### src/rtl/pgwalk_pkg.sv
package pgwalk_pkg;

  // Default table geometry
  localparam int GEO_VA_W  = 32;
  localparam int GEO_OFF_W = 10;
  localparam int GEO_HI_W  = 12;
  localparam int GEO_LO_W  = 10;
  localparam int GEO_PTE_W = 32;

  typedef enum logic [2:0] {
    ST_IDLE   = 3'd0,
    ST_RD_OUT = 3'd1,
    ST_WT_OUT = 3'd2,
    ST_RD_IN  = 3'd3,
    ST_WT_IN  = 3'd4,
    ST_DONE   = 3'd5,
    ST_FAULT  = 3'd6
  } walk_state_t;

  typedef enum logic [1:0] {
    FLT_LEN   = 2'd0,
    FLT_OUTER = 2'd1,
    FLT_INNER = 2'd2,
    FLT_PROT  = 2'd3
  } flt_code_t;

endpackage

### src/rtl/pgwalk_rst_sync.sv
module pgwalk_rst_sync #(
  parameter int STAGES = 2
) (
  input  logic clk,
  input  logic arst_ni,
  output logic srst_no
);
  logic [STAGES-1:0] sync_q;

  generate
    for (genvar s = 0; s < STAGES; s++) begin : g_stage
      if (s == 0) begin : g_first
        always_ff @(posedge clk or negedge arst_ni) begin
          if (!arst_ni) sync_q[s] <= 1'b0;
          else          sync_q[s] <= 1'b1;
        end
      end else begin : g_rest
        always_ff @(posedge clk or negedge arst_ni) begin
          if (!arst_ni) sync_q[s] <= 1'b0;
          else          sync_q[s] <= sync_q[s-1];
        end
      end
    end
  endgenerate

  assign srst_no = sync_q[STAGES-1];
endmodule

### src/rtl/pgwalk_addr.sv
module pgwalk_addr #(
  parameter int VA_W  = 32,
  parameter int OFF_W = 10,
  parameter int HI_W  = 12,
  parameter int LO_W  = 10,
  parameter int PTE_W = 32
) (
  input  logic [VA_W-1:0]  vaddr,
  input  logic [PTE_W-1:0] tbl_base,
  input  logic [PTE_W-1:0] inner_base,
  input  logic [PTE_W-1:0] frame_base,
  output logic [PTE_W-1:0] outer_addr,
  output logic [PTE_W-1:0] inner_addr,
  output logic [PTE_W-1:0] paddr
);
  localparam int ENT_SH = $clog2(PTE_W / 8);

  logic [HI_W-1:0]  hi_idx;
  logic [LO_W-1:0]  lo_idx;
  logic [OFF_W-1:0] pg_off;

  assign hi_idx = vaddr[VA_W-1 -: HI_W];
  assign lo_idx = vaddr[OFF_W +: LO_W];
  assign pg_off = vaddr[OFF_W-1:0];

  // Entry byte offsets are scaled by the entry size
  assign outer_addr = tbl_base   + (PTE_W'(hi_idx) << ENT_SH);
  assign inner_addr = inner_base + (PTE_W'(lo_idx) << ENT_SH);
  assign paddr      = {frame_base[PTE_W-1:OFF_W], pg_off};
endmodule

### src/rtl/pgwalk_pte.sv
module pgwalk_pte
  import pgwalk_pkg::*;
#(
  parameter int PTE_W   = 32,
  parameter int OFF_W   = 10,
  parameter int VLD_BIT = 0,
  parameter int WR_BIT  = 1
) (
  input  logic [PTE_W-1:0] entry,
  input  logic             is_leaf,
  input  logic             is_write,
  output logic [PTE_W-1:0] base,
  output logic             fault,
  output flt_code_t        code
);
  logic present;
  logic writable;

  assign present  = entry[VLD_BIT];
  assign writable = entry[WR_BIT];
  assign base     = {entry[PTE_W-1:OFF_W], {OFF_W{1'b0}}};

  always_comb begin
    fault = 1'b0;
    code  = FLT_PROT;
    if (!present) begin
      fault = 1'b1;
      code  = is_leaf ? FLT_INNER : FLT_OUTER;
    end else if (is_leaf && is_write && !writable) begin
      fault = 1'b1;
      code  = FLT_PROT;
    end
  end
endmodule

### src/rtl/pgwalk_ctrl.sv
module pgwalk_ctrl
  import pgwalk_pkg::*;
#(
  parameter int VA_W  = 32,
  parameter int OFF_W = 10,
  parameter int HI_W  = 12,
  parameter int PTE_W = 32,
  parameter int LEN_W = HI_W + 1
) (
  input  logic             clk,
  input  logic             rst_ni,
  input  logic             req_valid_i,
  input  logic [VA_W-1:0]  req_vaddr_i,
  input  logic             req_write_i,
  input  logic [PTE_W-1:0] tbl_base_i,
  input  logic [LEN_W-1:0] tbl_len_i,
  output logic             req_ready_o,
  output logic             mem_rd_valid_o,
  input  logic             mem_rd_ready_i,
  output logic [PTE_W-1:0] mem_rd_addr_o,
  input  logic             mem_rsp_valid_i,
  input  logic             pte_fault_i,
  input  flt_code_t        pte_code_i,
  input  logic [PTE_W-1:0] pte_base_i,
  input  logic [PTE_W-1:0] outer_addr_i,
  input  logic [PTE_W-1:0] inner_addr_i,
  input  logic [PTE_W-1:0] paddr_i,
  output logic             walk_leaf_o,
  output logic             write_o,
  output logic [VA_W-1:0]  vaddr_o,
  output logic [PTE_W-1:0] base_o,
  output logic [PTE_W-1:0] ptr_o,
  output logic             rsp_valid_o,
  output logic             rsp_fault_o,
  output logic [1:0]       rsp_code_o,
  output logic [PTE_W-1:0] rsp_paddr_o
);
  walk_state_t      state_q, state_d;
  logic             run_q;
  logic [VA_W-1:0]  vaddr_q;
  logic             write_q;
  logic [PTE_W-1:0] base_q;
  logic [PTE_W-1:0] ptr_q;
  logic [PTE_W-1:0] paddr_q;
  flt_code_t        code_q, code_d;
  logic             accept;
  logic             ld_ptr;
  logic             ld_leaf;
  logic             code_en;
  logic [HI_W-1:0]  req_hi;
  logic             len_bad;

  assign req_ready_o = run_q && (state_q == ST_IDLE);
  assign accept      = req_valid_i && req_ready_o;
  assign req_hi      = req_vaddr_i[VA_W-1 -: HI_W];
  assign len_bad     = (LEN_W'(req_hi) >= tbl_len_i);

  // Next-state logic
  always_comb begin
    state_d = state_q;
    code_d  = code_q;
    code_en = 1'b0;
    ld_ptr  = 1'b0;
    ld_leaf = 1'b0;
    unique case (state_q)
      ST_IDLE: begin
        if (accept) begin
          if (len_bad) begin
            state_d = ST_FAULT;
            code_d  = FLT_LEN;
            code_en = 1'b1;
          end else begin
            state_d = ST_RD_OUT;
          end
        end
      end
      ST_RD_OUT: if (mem_rd_ready_i) state_d = ST_WT_OUT;
      ST_WT_OUT: begin
        if (mem_rsp_valid_i) begin
          if (pte_fault_i) begin
            state_d = ST_FAULT;
            code_d  = pte_code_i;
            code_en = 1'b1;
          end else begin
            state_d = ST_RD_IN;
            ld_ptr  = 1'b1;
          end
        end
      end
      ST_RD_IN: if (mem_rd_ready_i) state_d = ST_WT_IN;
      ST_WT_IN: begin
        if (mem_rsp_valid_i) begin
          if (pte_fault_i) begin
            state_d = ST_FAULT;
            code_d  = pte_code_i;
            code_en = 1'b1;
          end else begin
            state_d = ST_DONE;
            ld_leaf = 1'b1;
          end
        end
      end
      ST_DONE:  state_d = ST_IDLE;
      ST_FAULT: state_d = ST_IDLE;
      default:  state_d = ST_IDLE;
    endcase
  end

  // Control registers
  always_ff @(posedge clk or negedge rst_ni) begin
    if (!rst_ni) begin
      state_q <= ST_IDLE;
      run_q   <= 1'b0;
    end else begin
      state_q <= state_d;
      run_q   <= 1'b1;
    end
  end

  // Datapath registers, explicit enables, no reset
  always_ff @(posedge clk) begin
    if (accept) begin
      vaddr_q <= req_vaddr_i;
      write_q <= req_write_i;
      base_q  <= tbl_base_i;
    end
    if (ld_ptr)  ptr_q   <= pte_base_i;
    if (ld_leaf) paddr_q <= paddr_i;
    if (code_en) code_q  <= code_d;
  end

  assign mem_rd_valid_o = (state_q == ST_RD_OUT) || (state_q == ST_RD_IN);
  assign mem_rd_addr_o  = (state_q == ST_RD_IN) ? inner_addr_i : outer_addr_i;
  assign walk_leaf_o    = (state_q == ST_WT_IN);
  assign write_o        = write_q;
  assign vaddr_o        = vaddr_q;
  assign base_o         = base_q;
  assign ptr_o          = ptr_q;
  assign rsp_valid_o    = (state_q == ST_DONE) || (state_q == ST_FAULT);
  assign rsp_fault_o    = (state_q == ST_FAULT);
  assign rsp_code_o     = code_q;
  assign rsp_paddr_o    = paddr_q;
endmodule

### src/rtl/pgwalk_top.sv
module pgwalk_top
  import pgwalk_pkg::*;
#(
  parameter int VA_W    = GEO_VA_W,
  parameter int OFF_W   = GEO_OFF_W,
  parameter int HI_W    = GEO_HI_W,
  parameter int LO_W    = GEO_LO_W,
  parameter int PTE_W   = GEO_PTE_W,
  parameter int VLD_BIT = 0,
  parameter int WR_BIT  = 1,
  parameter int SYNC_N  = 2,
  localparam int LEN_W  = HI_W + 1
) (
  input  logic             clk,
  input  logic             rst_n,
  input  logic [PTE_W-1:0] tbl_base,
  input  logic [LEN_W-1:0] tbl_len,
  input  logic             req_valid,
  output logic             req_ready,
  input  logic [VA_W-1:0]  req_vaddr,
  input  logic             req_write,
  output logic             mem_rd_valid,
  input  logic             mem_rd_ready,
  output logic [PTE_W-1:0] mem_rd_addr,
  input  logic             mem_rsp_valid,
  input  logic [PTE_W-1:0] mem_rsp_data,
  output logic             rsp_valid,
  output logic             rsp_fault,
  output logic [1:0]       rsp_code,
  output logic [PTE_W-1:0] rsp_paddr
);
  logic             srst_n;
  logic             walk_leaf;
  logic             walk_write;
  logic [VA_W-1:0]  walk_vaddr;
  logic [PTE_W-1:0] walk_base;
  logic [PTE_W-1:0] walk_ptr;
  logic [PTE_W-1:0] pte_base;
  logic             pte_fault;
  flt_code_t        pte_code;
  logic [PTE_W-1:0] outer_addr;
  logic [PTE_W-1:0] inner_addr;
  logic [PTE_W-1:0] leaf_paddr;

  pgwalk_rst_sync #(.STAGES(SYNC_N)) u_rst (
    .clk     (clk),
    .arst_ni (rst_n),
    .srst_no (srst_n)
  );

  pgwalk_addr #(
    .VA_W(VA_W), .OFF_W(OFF_W), .HI_W(HI_W), .LO_W(LO_W), .PTE_W(PTE_W)
  ) u_addr (
    .vaddr      (walk_vaddr),
    .tbl_base   (walk_base),
    .inner_base (walk_ptr),
    .frame_base (pte_base),
    .outer_addr (outer_addr),
    .inner_addr (inner_addr),
    .paddr      (leaf_paddr)
  );

  pgwalk_pte #(
    .PTE_W(PTE_W), .OFF_W(OFF_W), .VLD_BIT(VLD_BIT), .WR_BIT(WR_BIT)
  ) u_pte (
    .entry    (mem_rsp_data),
    .is_leaf  (walk_leaf),
    .is_write (walk_write),
    .base     (pte_base),
    .fault    (pte_fault),
    .code     (pte_code)
  );

  pgwalk_ctrl #(
    .VA_W(VA_W), .OFF_W(OFF_W), .HI_W(HI_W), .PTE_W(PTE_W), .LEN_W(LEN_W)
  ) u_ctrl (
    .clk             (clk),
    .rst_ni          (srst_n),
    .req_valid_i     (req_valid),
    .req_vaddr_i     (req_vaddr),
    .req_write_i     (req_write),
    .tbl_base_i      (tbl_base),
    .tbl_len_i       (tbl_len),
    .req_ready_o     (req_ready),
    .mem_rd_valid_o  (mem_rd_valid),
    .mem_rd_ready_i  (mem_rd_ready),
    .mem_rd_addr_o   (mem_rd_addr),
    .mem_rsp_valid_i (mem_rsp_valid),
    .pte_fault_i     (pte_fault),
    .pte_code_i      (pte_code),
    .pte_base_i      (pte_base),
    .outer_addr_i    (outer_addr),
    .inner_addr_i    (inner_addr),
    .paddr_i         (leaf_paddr),
    .walk_leaf_o     (walk_leaf),
    .write_o         (walk_write),
    .vaddr_o         (walk_vaddr),
    .base_o          (walk_base),
    .ptr_o           (walk_ptr),
    .rsp_valid_o     (rsp_valid),
    .rsp_fault_o     (rsp_fault),
    .rsp_code_o      (rsp_code),
    .rsp_paddr_o     (rsp_paddr)
  );
endmodule

### config.mk
export PLATFORM = sky130hd
export DESIGN_NAME = pgwalk_top
export DESIGN_NICKNAME = d
export VERILOG_FILES = /design/src/rtl/pgwalk_pkg.sv /design/src/rtl/pgwalk_rst_sync.sv /design/src/rtl/pgwalk_addr.sv /design/src/rtl/pgwalk_pte.sv /design/src/rtl/pgwalk_ctrl.sv /design/src/rtl/pgwalk_top.sv
export SDC_FILE = /design/constraint.sdc
export NUM_CORES = 1
export LEC_CHECK = 0
export BUFFER_PORTS_ARGS = -buffer_cell sky130_fd_sc_hd__buf_2
export CAP_MARGIN = 20
export CELL_PAD_IN_SITES_DETAIL_PLACEMENT = 0
export CELL_PAD_IN_SITES_GLOBAL_PLACEMENT = 1
export CORE_AREA = 2 2 126 128
export DETAILED_ROUTE_END_ITERATION = 6
export DIE_AREA = 0 0 128 130
export PLACE_DENSITY_LB_ADDON = 0.1
export REMOVE_ABC_BUFFERS = 1
export SYNTH_ARGS = -nofsm -noshare
export SYNTH_HDL_FRONTEND = slang
export SYNTH_SLANG_ARGS = --single-unit
### constraint.sdc
create_clock -name clk -period 2.5 [get_ports clk]
set_clock_uncertainty 0.2 [all_clocks]
set_input_delay 0.125 -clock clk [delete_from_list [all_inputs] [get_ports clk]]
set_output_delay 0.125 -clock clk [all_outputs]
set_load 0.05 [all_outputs]
* Yosys cells after proc, flatten, opt, wreduce, memory -nomap -nowiden *
Cells that the tools add are included.

word-level totals
  register bits after elaboration = 127
  input port bits = 115
  word-level logic and storage cells = 67

operators by class
  $add $sub $neg = 2
  order comparisons = 1
  eq/ne operators = 14
  multiplexer cells = 28
  reduce and logical (&&, ||, !) cells = 12

operators with widths
  cell                count
  $add 32x12->32      1
  $add 32x14->32      1
  $mux 32             1
  $mux 3              7
  $pmux 3 s5          1
  $mux 2              7
  $ge 12x13->1        1
  $mux 1              10
  $eq 3x3->1 const B  3
  $ne 2x1->1 const B  4
  $ne 2x2->1 const B  4
  $eq 3x2->1 const B  2
  $reduce_and 6->1    1
  $reduce_and 5->1    1
  $logic_and 1x1->1   4
  $pmux 2 s2          1
  $eq 3x1->1 const B  1
  $logic_not 3->1     1
  $logic_or 1x1->1    2
  $pmux 1 s2          1
  $reduce_bool 2->1   1
  $reduce_or 2->1     1
  $logic_not 1->1     1

* Depth between registers and ports, before layout *
  depth in word-level cells = 9
  mapped depth = 9
  depth with buffers taken out = 8

* By module *
Synthesis repeated with hierarchy kept, for this count alone.

second synthesis, totals
  cells, all modules = 565
  area total of the unflattened synthesis = 7422.1 um2

by module, submodules not included
  module           times used  cells an instance  area an instance (um2)  seq. area each (um2)
  pgwalk_ctrl      1           247                5082.4                  4033.9
  pgwalk_addr      1           278                2020.7                  0.0
  pgwalk_pte       1           37                 265.3                   0.0
  pgwalk_rst_sync  1           3                  53.8                    50.0

* Worst setup path before layout *
OpenSTA, ideal clock, no wires.

  path kind = flip-flop to output port
  start = register u_ctrl.base_q[10], in the netlist u_ctrl.base_o[10]
  end = output port mem_rd_addr[31]
  arrival = 2.759 ns
  data required time = 2.175 ns
  setup slack = -0.584 ns
  stages on the path, launching flop included = 9
  path buffers = 1
  path through = edfxtp_1 ha_1 a21o_1 o21ba_1 nor3b_1 a21boi_1 buf_2 nor3b_1 nor3_1

on the way
  cells in the longest elaborated chain, start to end = 2

ends and longest elaborated chain
  what                    line                RTL
  start, declared         pgwalk_ctrl.sv:42   logic [PTE_W-1:0] base_q;
  start signal, assigned  pgwalk_ctrl.sv:125  base_q <= tbl_base_i;
  $add 32x14->32          pgwalk_addr.sv:27   assign outer_addr = tbl_base + (PTE_W'(hi_idx) << ENT_SH);
  $mux 32                 pgwalk_ctrl.sv:133  assign mem_rd_addr_o = (state_q == ST_RD_IN) ? inner_addr_i : outer_addr_i;
  end, declared           pgwalk_top.sv:24    output logic [PTE_W-1:0] mem_rd_addr,

Every way passes these cells.

* Worst setup path after layout *
  start = register u_ctrl.base_q[10], in the netlist u_ctrl.base_o[10]
  end = output port mem_rd_addr[25]

The elaborated chain is that of the path after synthesis.

==> impl_metrics.json <==
{
  "outcome": "complete, but fails checks",
  "violations": "negative setup slack",
  "final_util_pct": 64.5,
  "io_buffer_count": 176,
  "start_kind": "register",
  "synth-xor-area-share_pct": 5.40,
  "synth_warnings": 0,
  "root_buffer": "clkbuf_16",
  "drv_cap": 0,
  "synth_top_family_by_area": "simple AND/OR/NAND/NOR gates",
  "synth-compound-area-share_pct": 9.88,
  "seq_area_frac_synth_pct": 61.4,
  "synth_ff_type": "edfxtp_1",
  "postSynthAreaPerCell_um2": 12.4,
  "final_layout_size_suffix_gt1_share_pct": 41.3,
  "netlist-cell-type-count": 55,
  "ys_top_cells_by_area": "edfxtp_1, ha_1, xor2_1",
  "synth-simple-area-share_pct": 14.3,
  "vdd_ir_drop_max_v": 0.000508,
  "n_fill_cell": 1200,
  "synth_top_area_cell": "edfxtp_1",
  "setup_tns_ps": -8140,
  "p_comb_share_pct": 37.8,
  "whs_path_depth": 4,
  "cts_tree": "done",
  "dp_cells": 906,
  "dp_hpwl_mm": 11.8,
  "grt_usage_pct": 21.0,
  "switching_share_pct": 36.7,
  "viasPerCell": 4.97,
  "path_clk_slew_ps": 60,
  "fin_crit_ps": 2940,
  "setup_violations": 26,
  "wl_per_cell_um": 16.6,
  "crit_path_max_fanout": 6,
  "antenna_found_initial": 0,
  "timing.hold.ws_ps": 37.1,
  "syn-cell-area_mm2": 0.00617,
  "syn2layout_area_growth_pct": 61.3,
  "synthCells": 498,
  "grt_pass1_vias": 5298,
  "grt_pass1_wl_mm": 26.5,
  "clock_tree.buffer_depth": 2,
  "final_max_slew_viol_count": 0,
  "cts_max_level": 4,
  "finalNonFillerCells": 1046,
  "diodes": 0,
  "dr.pass1.iters": 5,
  "synthMuxAreaShare_pct": 0.649,
  "fin_area_mm2": 0.00995,
  "nets": 984,
  "die_w_um": 128,
  "die_area_mm2": 0.0166,
  "power.leakage_nw": 4.03,
  "cts_sinks": 127,
  "rsz0062_at_grt": "yes",
  "hold_viol": 0,
  "ios": 185,
  "p_seq_share_pct": 32.8,
  "placed_area_mm2": 0.00770,
  "grt-ovfl-total": 0,
  "endpoint_kind": "output port",
  "cp.required_ps": 2170,
  "rr_worst_depth": 6,
  "crit_type": "reg2out",
  "ys_ff_latch": 127,
  "wl_mm": 17.4,
  "initial_core_util_pct": 40.0,
  "async_flop_share_pct": 4.72,
  "timing.fmax_mhz": 340,
  "clk_latency_ps": 420,
  "drc_errors": 0,
  "drtIter0Drc": 248,
  "synth_top_cell_area_share_pct": 58.9,
  "synth_edf_count": 121,
  "hp-class": "in2reg",
  "cts_made_buffers": 17,
  "finalCritPeriodShare_pct": 118,
  "p_int_mw": 5.20,
  "total_power_mw": 8.23,
  "die_h_um": 130,
  "gp_congestion": 0.868,
  "crit_arrival_ps": 2620,
  "power.density_mw_per_mm2": 827,
  "netSwitchingPower_mw": 3.02,
  "grt_max_degree": 54,
  "vias": 5202,
  "rows": 46,
  "place_ws_ps": -246,
  "synthAdderAreaFrac_pct": 5.93,
  "pwr-share-clk_pct": 29.4,
  "detail-route-antenna-nets": 0,
  "postLayoutSetupSlackWorst_ps": -443,
  "coreArea_mm2": 0.0154
}
-- Yosys cell counts, drive strengths merged (7+ instances only) --
master	n
nand2	48
nand3	18
and2	9
nand4	21
o21ai	27
edfxtp	121
ha	26
xor2	22
clkbuf	9
nor2	31
inv	21
buf	8
a21oi	33
xnor2	16
nor2b	7
-- layout make-up --
cell class | count | area (um2) | share of cell area (%)
flip-flops and latches | 127 | 3780 | 38.0
multi-input cells | 335 | 2690 | 27.1
repair buffers | 339 | 2580 | 25.9
clock buffers | 17 | 425 | 4.28
well taps | 192 | 240 | 2.41
clock inverters | 15 | 151 | 1.52
inverters | 21 | 78.8 | 0.792
-- registers in the layout, summed over array words and instances, names as in the netlist, 2 cells and up --
name / count
u_ctrl.vaddr_o: 32
u_ctrl.state_q: 3
u_ctrl.ptr_o: 22
u_ctrl.rsp_paddr_o: 32
u_ctrl.base_o: 32
u_ctrl.rsp_code_o: 2
-- power groups by stage --
stage | registers [mW] | clock network [mW] | logic [mW]
finish | 2.70 | 2.42 | 3.11
global route | 2.72 | 2.55 | 3.32
CTS | 2.69 | 2.47 | 2.93
detailed placement | 2.73 | 0 | 2.50
global placement | 2.72 | 0 | 2.49
floorplan | 2.82 | 0 | 1.54
-- repair_timing --
item,4_1_cts,5_1_grt
resized for setup,90,51
hold buffers,95,0
cloned,1,0
hold endpoints to repair,120,0
setup endpoints to repair,26,30
pin swaps,36,35
buffers inserted,5,8
-- path summary, 6_finish.rpt --
kind                                                    start  slack (ps)                       endpoint
worst max register to register  u_ctrl.state_q[1]$_DFFE_PN0P_         300  u_ctrl.state_q[2]$_DFFE_PN0P_
worst min-delay path                              tbl_len[12]          40  u_ctrl.state_q[1]$_DFFE_PN0P_
max in group asynchronous             u_rst.srst_no$_DFF_PN0_        1480  u_ctrl.state_q[2]$_DFFE_PN0P_
worst min register to register      u_rst.sync_q[0]$_DFF_PN0_         150        u_rst.srst_no$_DFF_PN0_
min in group asynchronous                               rst_n         350      u_rst.sync_q[0]$_DFF_PN0_
worst max-delay path              u_ctrl.base_o[10]$_DFFE_PP_        -440                mem_rd_addr[25]
-- cell families after synthesis --
family,after synthesis
and+or+nand+nor,166
DFF,127
AOI/OAI and AO/OA,96
xor gates and xnor gates,38
buffers and inverters,38
adders and majority gates,28
muxes,4
other,1
-- layout by cell type, fill, tap and decap left out, types with 5 or more instances in the layout --
master,Yosys,layout
buf_6,0,27
nand4_1,20,20
nor2_1,31,23
o21ai_2,0,5
buf_2,6,148
xor2_2,0,5
a21oi_2,0,9
inv_6,0,6
ha_4,0,6
and2_1,9,9
o21ai_0,15,8
nand3_1,18,15
o21ai_1,12,13
xnor2_1,16,14
nand2_1,48,44
dlygate4sd3_1,0,95
nor3_1,6,5
nor2b_1,7,6
nand2b_1,5,5
a21oi_1,33,22
xor2_1,22,17
edfxtp_1,121,121
buf_12,0,5
buf_4,0,63
inv_1,21,19
dfrtp_1,6,6
ha_1,26,18
clkbuf_16,0,17
-- routing by layer --
layer  track usage, %  up-vias  part of all wire [%]
met5                0        -                     0
met1             26.2     2475                    43
li1                 -     2546                     -
met3             5.33       19                   5.4
met4             8.34        0                   1.5
met2             35.4      162                    50
-- worst max-delay path, stage by stage (launching register included) --
cell	delay [ps]
edfxtp_1	410
ha_4	260
a21o_1	180
o21ba_4	230
nor3b_4	270
a21boi_4	120
or2_4	300
o221a_1	270
buf_6	160
Note: power is estimated with default switching activity, not from simulation.
